===== config.mk =====
export PLATFORM = sky130hd
export DESIGN_NAME = sdm_ratio_gen
export DESIGN_NICKNAME = d
export VERILOG_FILES = /design/src/rtl/sdm_ratio_gen.sv
export SDC_FILE = /design/constraint.sdc
export NUM_CORES = 1
export LEC_CHECK = 0
export BUFFER_PORTS_ARGS = -buffer_cell sky130_fd_sc_hd__buf_2
export CORE_MARGIN = 5
export CORE_UTILIZATION = 65
export CTS_BUF_LIST = sky130_fd_sc_hd__clkbuf_4 sky130_fd_sc_hd__clkbuf_8
export DETAILED_ROUTE_END_ITERATION = 10
export PLACE_DENSITY = 0.84
export SLEW_MARGIN = 25
export SYNTH_ARGS = -nofsm -noshare
export SYNTH_HDL_FRONTEND = slang
export SYNTH_SLANG_ARGS = --single-unit

===== constraint.sdc =====
create_clock -name clk -period 26.8 [get_ports clk]
set_input_delay 1.34 -clock clk [delete_from_list [all_inputs] [get_ports clk]]
set_output_delay 1.34 -clock clk [all_outputs]
set_load 0.05 [all_outputs]

===== src/rtl/sdm_ratio_gen.sv =====
module sdm_ratio_gen #(
  parameter int INT_W    = 16,
  parameter int FRAC_W   = 16,
  parameter int LFSR_W   = 21,
  parameter int LFSR_TAP = 19
) (
  input  logic             clk,
  input  logic             rst_n,
  input  logic             load,
  input  logic [INT_W-1:0] int_in,
  input  logic [FRAC_W-1:0] frac_in,
  input  logic [FRAC_W-1:0] mod_in,
  input  logic             dither_en,
  output logic [INT_W:0]   div_out,
  output logic             div_valid
);
  localparam int OFF_W = 4;

  logic [INT_W-1:0]  int_s;
  logic [FRAC_W-1:0] frac_s, mod_s;
  logic              dith_s, active;
  logic [FRAC_W-1:0] acc1, acc2, acc3;
  logic              c2p, c3p, c3pp;
  logic [LFSR_W-1:0] lfsr;

  function automatic logic [FRAC_W:0] wrap_add(input logic [FRAC_W-1:0] a,
                                                input logic [FRAC_W:0] b,
                                                input logic [FRAC_W-1:0] m);
    logic [FRAC_W+1:0] s;
    s = {2'b00, a} + {1'b0, b};
    if (s >= {2'b00, m}) begin
      s = s - {2'b00, m};
      return {1'b1, s[FRAC_W-1:0]};
    end
    return {1'b0, s[FRAC_W-1:0]};
  endfunction

  wire int_mode = (mod_s < 2) || (frac_s >= mod_s);

  wire [FRAC_W:0] x1  = {1'b0, frac_s} + {{FRAC_W{1'b0}}, dith_s & lfsr[0]};
  wire [FRAC_W:0] st1 = wrap_add(acc1, x1, mod_s);
  wire [FRAC_W:0] st2 = wrap_add(acc2, {1'b0, st1[FRAC_W-1:0]}, mod_s);
  wire [FRAC_W:0] st3 = wrap_add(acc3, {1'b0, st2[FRAC_W-1:0]}, mod_s);
  wire c1 = st1[FRAC_W];
  wire c2 = st2[FRAC_W];
  wire c3 = st3[FRAC_W];

  wire [OFF_W-1:0] off = OFF_W'(c1) + OFF_W'(c2) - OFF_W'(c2p) + OFF_W'(c3)
                       - OFF_W'({c3p, 1'b0}) + OFF_W'(c3pp);
  wire [INT_W:0] next_div = {1'b0, int_s} + {{(INT_W+1-OFF_W){off[OFF_W-1]}}, off};

  always_ff @(posedge clk or negedge rst_n) begin
    if (!rst_n) begin
      int_s <= '0; frac_s <= '0; mod_s <= '0; dith_s <= 1'b0; active <= 1'b0;
      acc1 <= '0; acc2 <= '0; acc3 <= '0;
      c2p <= 1'b0; c3p <= 1'b0; c3pp <= 1'b0;
      lfsr <= LFSR_W'(1);
      div_out <= '0; div_valid <= 1'b0;
    end else if (load) begin
      int_s <= int_in; frac_s <= frac_in; mod_s <= mod_in; dith_s <= dither_en;
      active <= 1'b1;
      acc1 <= '0; acc2 <= '0; acc3 <= '0;
      c2p <= 1'b0; c3p <= 1'b0; c3pp <= 1'b0;
      lfsr <= LFSR_W'(1);
      div_valid <= 1'b0;
    end else if (active) begin
      div_valid <= 1'b1;
      lfsr <= {lfsr[LFSR_W-2:0], lfsr[LFSR_W-1] ^ lfsr[LFSR_TAP-1]};
      if (int_mode) begin
        acc1 <= '0; acc2 <= '0; acc3 <= '0;
        c2p <= 1'b0; c3p <= 1'b0; c3pp <= 1'b0;
        div_out <= {1'b0, int_s};
      end else begin
        acc1 <= st1[FRAC_W-1:0];
        acc2 <= st2[FRAC_W-1:0];
        acc3 <= st3[FRAC_W-1:0];
        c2p <= c2; c3p <= c3; c3pp <= c3p;
        div_out <= next_div;
      end
    end
  end

  assert_offset_range_R3: assert property (@(posedge clk) disable iff (!rst_n)
    active && !int_mode |-> ($signed(off) >= -4'sd3 && $signed(off) <= 4'sd4));

  assert_acc_bound_R5: assert property (@(posedge clk) disable iff (!rst_n)
    active && !int_mode |-> (acc1 < mod_s && acc2 < mod_s && acc3 < mod_s));

  assert_int_hold_R6: assert property (@(posedge clk) disable iff (!rst_n)
    active && int_mode && !load |=> div_out == {1'b0, $past(int_s)});

  assert_load_restart_R2: assert property (@(posedge clk) disable iff (!rst_n)
    load |=> (!div_valid && active && acc1 == '0 && acc3 == '0));

  assert_shadow_hold_R8: assert property (@(posedge clk) disable iff (!rst_n)
    !load |=> ($stable(mod_s) && $stable(frac_s) && $stable(int_s) && $stable(dith_s)));

  assert_idle_R1: assert property (@(posedge clk) disable iff (!rst_n)
    !active |-> (!div_valid && div_out == '0));
endmodule


==> key figures, run 1 <==
Outcome
  • Status: completed

Clocking
  • Hold Buf Count CTS: 0
  • CTS tree: yes
  • Clock Latency Late Sink: 0.49 ns
  • CTS root buf: clkbuf_8
  • Post-cts repair resize count: 0
  • H-tree lvl count: 4
  • Clock Tree Buf Depth: 2
  • Total CTS buffers: 17
  • Setup bufs post-CTS: 0
  • Clk sinks: 140
  • Clock transition at the registers of the reported paths: 0.09 ns

Timing
  • Fin. max-slew vios: 0
  • Crit share post-route: 56.7%
  • Slew headroom: 34.1%
  • Hold Violations, Final: 0
  • Setup WS post-layout: 11.60 ns
  • RSZ-0062 raised after global routing: false
  • Setup TNS: 0 ns
  • Final min period: 15.20 ns
  • Skew final: 0.0198 ns
  • Peak Freq: 65.8 MHz
  • Worst Tran Pin Value: 0.989 ns
  • Setup Viol. Count Final: 0

Hold path
  • Hold Path Class: reg2reg
  • Hold Startpoint: div_out[9]
  • Hold-critical path depth: 2
  • Hold Path End: div_out[9]

GRT
  • Initial antenna violation count: 0
  • Busiest grt layer: met2
  • Total Routing Usage GR: 30.2%
  • Met2 Use GR: 49.5%
  • Grt ovf: 0
  • Met3 usage: 6.22%
  • First-pass GRT wire length: 49.1 mm
  • Met1 Use GR: 38.9%
  • Largest net degree at the start of global routing: 92
  • Vias in the first global route: 9649

Setup path
  • Element type at the critical path start: flop
  • R2r endpoint: div_out[15]
  • CP dominant cell by count: ha_1
  • Cells on worst reg2reg path: 60
  • WS Path Type: reg2reg
  • Worst EP required: 27.20 ns
  • CP max stage cell: a21oi_4
  • Reg2Reg Setup Slack: 11.60 ns
  • Max FO, Critical Path: 18
  • Crit path largest cell delay: 0.56 ns
  • Worst Setup End Kind: flop
  • Setup crit start: lfsr[0]
  • Worst EP arrival: 15.60 ns
  • Worst r2r src: lfsr[0]

Yosys
  • Top post-synthesis cells by area: dfrtp_1 30%, ha_1 14%, mux2_2 5.8%
  • Post-synth EDFFs: 0
  • Yosys reg bits: 140
  • Synth Cell Area: 11600 um2
  • Mean area per synthesized cell: 9.30 um2
  • Cells after Synth: 1245
  • Post-synth top flop: dfrtp_1
  • Yosys warning count: 0
  • Cell variety after synth: 69
  • Post-synth top area share: 30.0%
  • Sequential element share of the synthesized area: 30.3%
  • Async SR Flop Fraction: 100%
  • Area leader, netlist: dfrtp_1
  • Syn nets: 1440

Floorplanning
  • I/O pin count: 70
  • Width of the die: 143 um
  • Core Box Area: 17400 um2
  • Initial Utilization: 66.7%
  • Die Y: 143 um
  • # rows: 48
  • Die area: 20600 um2

Cells and area
  • Nets@finish: 1496
  • Fill cell instance count of the final layout: 1287
  • Layout cell share with drive strength beyond 1: 14.4%
  • Synth-to-layout area growth: 8.18%
  • Area of the multi-input gates: 7660 um2
  • Sequential cell area: 3500 um2
  • Ant. Diodes: 0
  • Most frequent cells in the layout: 139 x dfrtp_1, 133 x ha_1, 85 x nor2_1, 85 x nand2_1, 77 x o21ai_0
  • Commonest non-fill, non-tap cell in the layout: dfrtp_1

Detailed routing
  • Drt first pass iters: 5
  • Via/cell ratio: 6.41
  • Via Count: 9872
  • Drt wl/cell: 19.7 um
  • DRT antenna net count: 0
  • Initial DRC count: 752
  • Residual DRC count: 0
  • Drt total wl: 30.3 mm

Job
  • Max-cap viol count: 0

Placed design
  • Hpwl dp: 22.5 mm
  • DP Worst Slack: 11.98 ns
  • Gp weighted congestion: 0.979
  • # port buffers: 69
==> worst max-delay path by stage <==
stage                  end
2_1_floorplan  div_out[15]
3_3_place_gp   div_out[15]
3_5_place_dp   div_out[15]
4_1_cts        div_out[15]
5_1_grt        div_out[15]
6_report       div_out[15]
==> per-layer routing <==
metal | vias up | part of all wire, %
li1 | 4703 | -
met1 | 4701 | 42
met2 | 379 | 47
met3 | 89 | 6.3
met4 | 0 | 4.5
met5 | - | 0
==> synthesized netlist by cell type, types with 6 or more instances <==
cell type	n
clkbuf_1	30
fa_1	10
inv_1	70
or2_2	7
o21a_1	25
o21ai_1	7
xnor2_1	64
nor3_1	25
a211oi_1	9
mux2_2	60
nand2_1	85
or3_1	6
nand4_1	15
xor2_1	16
o31ai_1	8
dfrtp_1	139
a21o_1	29
ha_1	133
nand3_1	19
o21ai_0	77
nor2b_1	22
a31oi_1	12
and3_1	8
mux2i_1	53
a22o_1	31
nand2b_1	12
o211ai_1	13
nor2_1	86
a21oi_1	76
==> kinds of logic (layout without fill, tap and decap cells) <==
kind of cell               count (synthesis)  in the layout  synth area share (%)
DFF                                      140            140                  30.3
and+or+nand+nor                          302            302                  12.4
xor gates and xnor gates                  80             80                  6.05
muxes                                    113            113                  10.4
buffers and inverters                    109            178                  3.66
adders and majority gates                143            143                  16.1
AOI/OAI and AO/OA                        358            358                  21.1
==> critical path: cells and delay by family, from the launching register on <==
kind	cells	cell delay (ns)
AOI/OAI and AO/OA	30	7.54
xor gates and xnor gates	3	0.48
adders and majority gates	10	3.43
buffers and inverters	7	1.19
DFF	1	0.55
muxes	3	0.81
and+or+nand+nor	7	1.09
==> through the flow <==
step | std cells | area (um2) | utilization (%) | hold WS [ns]
3_3_place_gp | 1507 | 12100 | 69.8 | 0.459
5_1_grt | 1539 | 12500 | 72.2 | 0.514
3_5_place_dp | 1507 | 12100 | 69.8 | 0.466
4_1_cts | 1539 | 12500 | 72.1 | 0.489
6_report | 1539 | 12500 | 72.2 | 0.486
2_1_floorplan | 1245 | 11600 | - | 0.455
==> state kept, by name (all words and copies together) (netlist names) <==
register / flops
c3p: 1
mod_s: 16
dith_s: 1
int_s: 16
acc2: 16
acc1: 16
frac_s: 16
active: 1
div_out: 17
lfsr: 21
div_valid: 1
acc3: 16
c3pp: 1
c2p: 1
==> layout make-up <==
class | instances | share of cell area (%)
multi-input cells | 996 | 61.1
repair buffers | 75 | 3.22
clock buffers | 17 | 1.87
clock inverters | 15 | 1.42
flip-flops and latches | 140 | 28.0
well taps | 225 | 2.25
inverters | 71 | 2.13
Power of run 1 is not shown: default switching activity piles up to over one toggle a cycle in this logic, so the estimate is an artifact.
==> run 2: changes to the inputs <==
--- a/config.mk
+++ b/config.mk
@@ -7,10 +7,10 @@
 export LEC_CHECK = 0
 export BUFFER_PORTS_ARGS = -buffer_cell sky130_fd_sc_hd__buf_2
 export CORE_MARGIN = 5
-export CORE_UTILIZATION = 65
+export CORE_UTILIZATION = 64
 export CTS_BUF_LIST = sky130_fd_sc_hd__clkbuf_4 sky130_fd_sc_hd__clkbuf_8
 export DETAILED_ROUTE_END_ITERATION = 10
-export PLACE_DENSITY = 0.84
+export PLACE_DENSITY = 0.83
 export SLEW_MARGIN = 25
 export SYNTH_ARGS = -nofsm -noshare
 export SYNTH_HDL_FRONTEND = slang
==> constraint.sdc (replaced) <==
create_clock -name clk -period 15.4 [get_ports clk]
set_input_delay 0.77 -clock clk [delete_from_list [all_inputs] [get_ports clk]]
set_output_delay 0.77 -clock clk [all_outputs]
set_load 0.05 [all_outputs]
==> run 2 against run 1 <==
Effect of this change: final cell count rose by 0.78%; critical endpoint unchanged; global-route usage rose by 0.078 points; register-to-register slack got worse by 11 ns; flip-flop and latch count did not move; core utilization fell by 1.8 points.
==> key figures, run 2 (synthesized netlist as in run 1, its figures left out) <==
Setup path
  • WS Path Type: reg2reg (unchanged)
  • CP dominant cell by count: ha_1 (unchanged)
  • Worst EP required: 15.79 ns (was 27.20 ns)
  • Setup crit start: lfsr[0] (unchanged)
  • CP max stage cell: dfstp_2 (was a21oi_4)
  • Worst EP arrival: 14.94 ns (was 15.60 ns)
  • Worst Setup End Kind: flop (unchanged)
  • Element type at the critical path start: flop (unchanged)
  • Max FO, Critical Path: 16 (was 18)
  • Crit path largest cell delay: 0.55 ns (was 0.56 ns)
  • Worst r2r src: lfsr[0] (unchanged)

GRT
  • First-pass GRT wire length: 49.6 mm (was 49.1 mm)
  • Grt ovf: 0 (unchanged)
  • Initial antenna violation count: 2 (was 0)
  • Largest net degree at the start of global routing: 87 (was 92)
  • Met1 Use GR: 38.0% (was 38.9%)
  • Busiest grt layer: met2 (unchanged)
  • Met2 Use GR: 48.7% (was 49.5%)
  • Met3 usage: 5.49% (was 6.22%)
  • Total Routing Usage GR: 30.3% (was 30.2%)
  • Vias in the first global route: 9801 (was 9649)

Detailed routing
  • Residual DRC count: 0 (unchanged)
  • Drt total wl: 30.5 mm (was 30.3 mm)
  • Via Count: 9956 (was 9872)
  • Drt first pass iters: 5 (unchanged)
  • Initial DRC count: 767 (was 752)
  • DRT antenna net count: 0 (unchanged)
  • Drt wl/cell: 19.7 um (about the same)
  • Via/cell ratio: 6.42 (was 6.41)

Clocking
  • Clock Latency Late Sink: 0.48 ns (was 0.49 ns)
  • CTS root buf: clkbuf_8 (unchanged)
  • CTS tree: yes (unchanged)
  • Total CTS buffers: 17 (unchanged)
  • Clock transition at the registers of the reported paths: 0.10 ns (was 0.09 ns)
  • Clk sinks: 140 (unchanged)
  • H-tree lvl count: 4 (unchanged)
  • Clock Tree Buf Depth: 2 (unchanged)

Hold path
  • Hold Path Class: in2async (was reg2reg)

Cells and area
  • Ant. Diodes: 0 (unchanged)
  • Sequential cell area: 3500 um2 (unchanged)
  • Most frequent cells in the layout: 139 x dfrtp_1, 133 x ha_1, 85 x nor2_1, 85 x nand2_1 (was 139 x dfrtp_1, 133 x ha_1, 85 x nor2_1, 85 x nand2_1, 77 x o21ai_0)
  • Commonest non-fill, non-tap cell in the layout: dfrtp_1 (unchanged)
  • Largest registers: lfsr x21, div_out x17 (unchanged)
  • Fin util: 70.3% (was 72.2%)
  • Nets@finish: 1504 (was 1496)
  • Post-Layout Cell Count: 1551 (was 1539)
  • Area of the multi-input gates: 7660 um2 (about the same)
  • Reg with most FFs: lfsr (unchanged)
  • Layout cell share with drive strength beyond 1: 14.9% (was 14.4%)
  • Synth-to-layout area growth: 8.74% (was 8.18%)
  • Max reg flops: 21 (unchanged)
  • Fill cell instance count of the final layout: 1354 (was 1287)

Timing
  • Setup TNS: 0 ns (unchanged)
  • Worst Tran Pin Value: 1.07 ns (was 0.989 ns)
  • Crit share post-route: 94.5% (was 56.7%)
  • Setup Viol. Count Final: 0 (unchanged)
  • RSZ-0062 raised after global routing: false (unchanged)
  • Skew final: 0.0203 ns (was 0.0198 ns)
  • Worst hold-check slack: 0.345 ns (was 0.486 ns)
  • Slew headroom: 28.4% (was 34.1%)
  • Peak Freq: 68.7 MHz (was 65.8 MHz)
  • Fin. max-slew vios: 0 (unchanged)
  • Final min period: 14.55 ns (was 15.20 ns)
  • Hold Violations, Final: 0 (unchanged)

Floorplanning
  • Core Box Area: 17900 um2 (was 17400 um2)
  • I/O pin count: 70 (unchanged)
  • # rows: 49 (was 48)
  • Width of the die: 144 um (was 143 um)
  • Initial Utilization: 64.7% (was 66.7%)
  • Die area: 20900 um2 (was 20600 um2)
  • Die Y: 144 um (was 143 um)

Outcome
  • Status: completed (unchanged)

Placed design
  • Hpwl dp: 22.2 mm (was 22.5 mm)
  • # port buffers: 69 (unchanged)
  • Placed cell count: 1512 (was 1507)
  • Gp weighted congestion: 0.978 (was 0.979)

Job
  • Max-cap viol count: 0 (unchanged)
==> run 2: cell count changes in the layout (fill, tap and decap cells not counted), sizes merged <==
cell	before	now
inv	80	77
clkinvlp	1	2
clkinv	4	3
buf	75	83
clkbuf	17	20
==> run 2: final cells by class <==
type	instances	area share, %
clock buffers	20	2.14
clock inverters	12	1.02
inverters	71	2.12
multi-input cells	996	60.9
flip-flops and latches	140	27.8
well taps	229	2.28
repair buffers	83	3.75
==> run 2: path summary, 6_finish.rpt <==
path	end	slack [ns]	cells after the start
worst max-delay path	div_out[15]	0.85	61
worst min-delay path	acc2[14]	0.34	1
worst max register to register	div_out[15]	0.85	61
worst min register to register	div_out[8]	0.49	2
max in group asynchronous	div_out[1]	13.82	2
min in group clk	div_out[8]	0.49	2
==> run 2: layer usage <==
layer / wire length, um / share of wire [%] / vias up
met2: 14200 / 46 / 374
met4: 1950 / 6.4 / 4
li1: - / - / 4707
met1: 12700 / 41 / 4749
met3: 1720 / 5.6 / 122
met5: 27 / 0.088 / -
==> run 2: what timing repair did <==
action | in CTS | in global routing
hold buffers | 0 | 0
hold endpoints to repair | 0 | 0
gates resized for setup | 0 | 4
buffers inserted | 0 | 7
endpoints found under the setup margin | 0 | 12
==> run 2: metrics by stage <==
stage                     instance area [um2]  setup slack (ns)
after floorplan                         11600              2.21
after global placement                  12100              1.22
after detailed placement                12100             0.686
after CTS                               12500             0.459
after global routing                    12600            0.0112
final                                   12600             0.848
==> run 2: worst max-delay path, delay by kind of cell, from the launching register on <==
kind                     cells  cell delay, ns
flip-flops                   1            0.55
adder cells (fa/ha/maj)     10            3.43
AND/OR/NAND/NOR              6            0.99
AO/OA/AOI/OAI               31            7.10
XOR/XNOR                     3            0.49
multiplexers                 3            0.78
buffers and inverters        8            1.06
Power of run 2 is left out for the same reason.
==> run 3: changes to the inputs <==
--- a/config.mk
+++ b/config.mk
@@ -10,7 +10,9 @@
 export CORE_UTILIZATION = 64
 export CTS_BUF_LIST = sky130_fd_sc_hd__clkbuf_4 sky130_fd_sc_hd__clkbuf_8
 export DETAILED_ROUTE_END_ITERATION = 10
+export MAX_ROUTING_LAYER = met4
 export PLACE_DENSITY = 0.83
+export REMOVE_ABC_BUFFERS = 1
 export SLEW_MARGIN = 25
 export SYNTH_ARGS = -nofsm -noshare
 export SYNTH_HDL_FRONTEND = slang
==> run 3 against run 2 <==
Effect of this change: critical path depth fell by 2; largest cell class unchanged; global-route usage fell by 1.7 points; sequential share of layout area rose by 0.17 points; final cell count fell by 0.32%.
==> key figures, run 3 (synthesized netlist as in run 1, its figures left out) <==
GRT
  • First-pass GRT wire length: 46.2 mm (was 49.6 mm)
  • Grt ovf: 0 (unchanged)
  • Initial antenna violation count: 0 (was 2)
  • Total Routing Usage GR: 28.6% (was 30.3%)
  • Largest net degree at the start of global routing: 81 (was 87)
  • Vias in the first global route: 9298 (was 9801)

Cells and area
  • Ant. Diodes: 0 (unchanged)
  • Nets@finish: 1499 (was 1504)
  • Fin util: 69.9% (was 70.3%)
  • Sequential cell area: 3500 um2 (unchanged)
  • Reg with most FFs: lfsr (unchanged)
  • Fill cell instance count of the final layout: 1399 (was 1354)
  • Commonest non-fill, non-tap cell in the layout: dfrtp_1 (unchanged)
  • Area of the multi-input gates: 7670 um2 (was 7660 um2)
  • Largest registers: lfsr x21, div_out x17 (unchanged)
  • Most frequent cells in the layout: 139 x dfrtp_1, 133 x ha_1, 85 x nor2_1, 85 x nand2_1 (unchanged)
  • Layout cell share with drive strength beyond 1: 14.7% (was 14.9%)
  • Max reg flops: 21 (unchanged)
  • Synth-to-layout area growth: 8.07% (was 8.74%)

Setup path
  • Worst EP arrival: 14.76 ns (was 14.94 ns)
  • Reg2Reg Setup Slack: 1.04 ns (was 0.85 ns)
  • CP max stage cell: dfstp_2 (unchanged)
  • Worst EP required: 15.80 ns (was 15.79 ns)
  • Setup crit start: lfsr[0] (unchanged)
  • Max FO, Critical Path: 16 (unchanged)
  • Worst r2r src: lfsr[0] (unchanged)
  • Crit path largest cell delay: 0.55 ns (about the same)
  • Element type at the critical path start: flop (unchanged)
  • WS Path Type: reg2reg (unchanged)
  • Worst Setup End Kind: flop (unchanged)
  • CP dominant cell by count: ha_1 (unchanged)

Timing
  • Final min period: 14.36 ns (was 14.55 ns)
  • Peak Freq: 69.6 MHz (was 68.7 MHz)
  • Hold Violations, Final: 0 (unchanged)
  • RSZ-0062 raised after global routing: false (unchanged)
  • Setup Viol. Count Final: 0 (unchanged)
  • Crit share post-route: 93.3% (was 94.5%)
  • Fin. max-slew vios: 0 (unchanged)
  • Setup TNS: 0 ns (unchanged)
  • Skew final: 0.0143 ns (was 0.0203 ns)
  • Worst Tran Pin Value: 0.957 ns (was 1.07 ns)
  • Slew headroom: 36.2% (was 28.4%)

Clocking
  • Clk sinks: 140 (unchanged)
  • Clock Latency Late Sink: 0.47 ns (was 0.48 ns)
  • Total CTS buffers: 17 (unchanged)
  • CTS root buf: clkbuf_8 (unchanged)
  • H-tree lvl count: 4 (unchanged)
  • Clock transition at the registers of the reported paths: 0.10 ns (about the same)
  • CTS tree: yes (unchanged)
  • Clock Tree Buf Depth: 2 (unchanged)

Detailed routing
  • DRT antenna net count: 0 (unchanged)
  • Drt first pass iters: 6 (was 5)
  • Drt total wl: 28.4 mm (was 30.5 mm)
  • Via Count: 9684 (was 9956)
  • Via/cell ratio: 6.26 (was 6.42)
  • Residual DRC count: 0 (unchanged)
  • Drt wl/cell: 18.4 um (was 19.7 um)
  • Initial DRC count: 699 (was 767)

Floorplanning
  • Die Y: 144 um (unchanged)
  • Core Box Area: 17900 um2 (unchanged)
  • Initial Utilization: 64.7% (unchanged)
  • Die area: 20900 um2 (unchanged)
  • Width of the die: 144 um (unchanged)
  • # rows: 49 (unchanged)
  • I/O pin count: 70 (unchanged)

Placed design
  • Hpwl dp: 21.6 mm (was 22.2 mm)
  • # port buffers: 69 (unchanged)
  • Gp weighted congestion: 0.963 (was 0.978)

Hold path
  • Hold Path Class: in2async (unchanged)

Job
  • Max-cap viol count: 0 (unchanged)

Outcome
  • Status: completed (unchanged)
[run 3: layout make-up]
type                            instances  share of cell area, %
Clock buffer                           17                   1.87
Clock inverter                         15                   1.05
Inverter                               71                   2.13
Multi-Input combinational cell        996                   61.3
Sequential cell                       140                   28.0
Tap cell                              229                   2.29
Timing Repair Buffer                   78                   3.37
[run 3: timing repair]
item                                    4_1_cts  5_1_grt
endpoints found under the setup margin        0        3
resized for setup                             0        4
hold buffers                                  0        0
setup buffers                                 0        0
[run 3: path summary, 6_finish.rpt]
check                                    to  cells after the start
worst min register to register  div_out[11]                      2
min in group clk                div_out[11]                      2
max in group asynchronous        frac_s[10]                      2
worst max-delay path            div_out[15]                     59
worst min-delay path               lfsr[11]                      1
worst max register to register  div_out[15]                     59
[run 3: worst max-delay path, delay by kind of cell, from the launching register on]
| kind | cells | cell delay, ns |
|---|---|---|
| compound gates | 31 | 7.23 |
| xor+xnor | 3 | 0.43 |
| fa+ha+maj | 10 | 3.53 |
| buf+inv | 6 | 0.77 |
| flops | 1 | 0.55 |
| mux | 3 | 0.81 |
| simple gates | 6 | 0.98 |
[run 3: stage by stage]
stage                     area, um2  setup WS, ns  hold WS (ns)  std cells
final                         12500          1.04         0.319       1546
after detailed placement      12100          1.05         0.465       1514
after global routing          12500        0.0216         0.377       1546
after floorplan               11400          2.02         0.455       1207
after CTS                     12500         0.908         0.355       1546
after global placement        12100          1.33         0.456       1514
[run 3: per-layer routing]
metal  GRT usage [%]  up-vias  part of all wire, %
li1                -     4714                    -
met1            39.1     4646                   46
met2            44.0      273                   45
met3            4.63       51                  5.8
met4            8.74        0                  2.6
met5               -        -                    0
Power of run 3 is left out for the same reason.
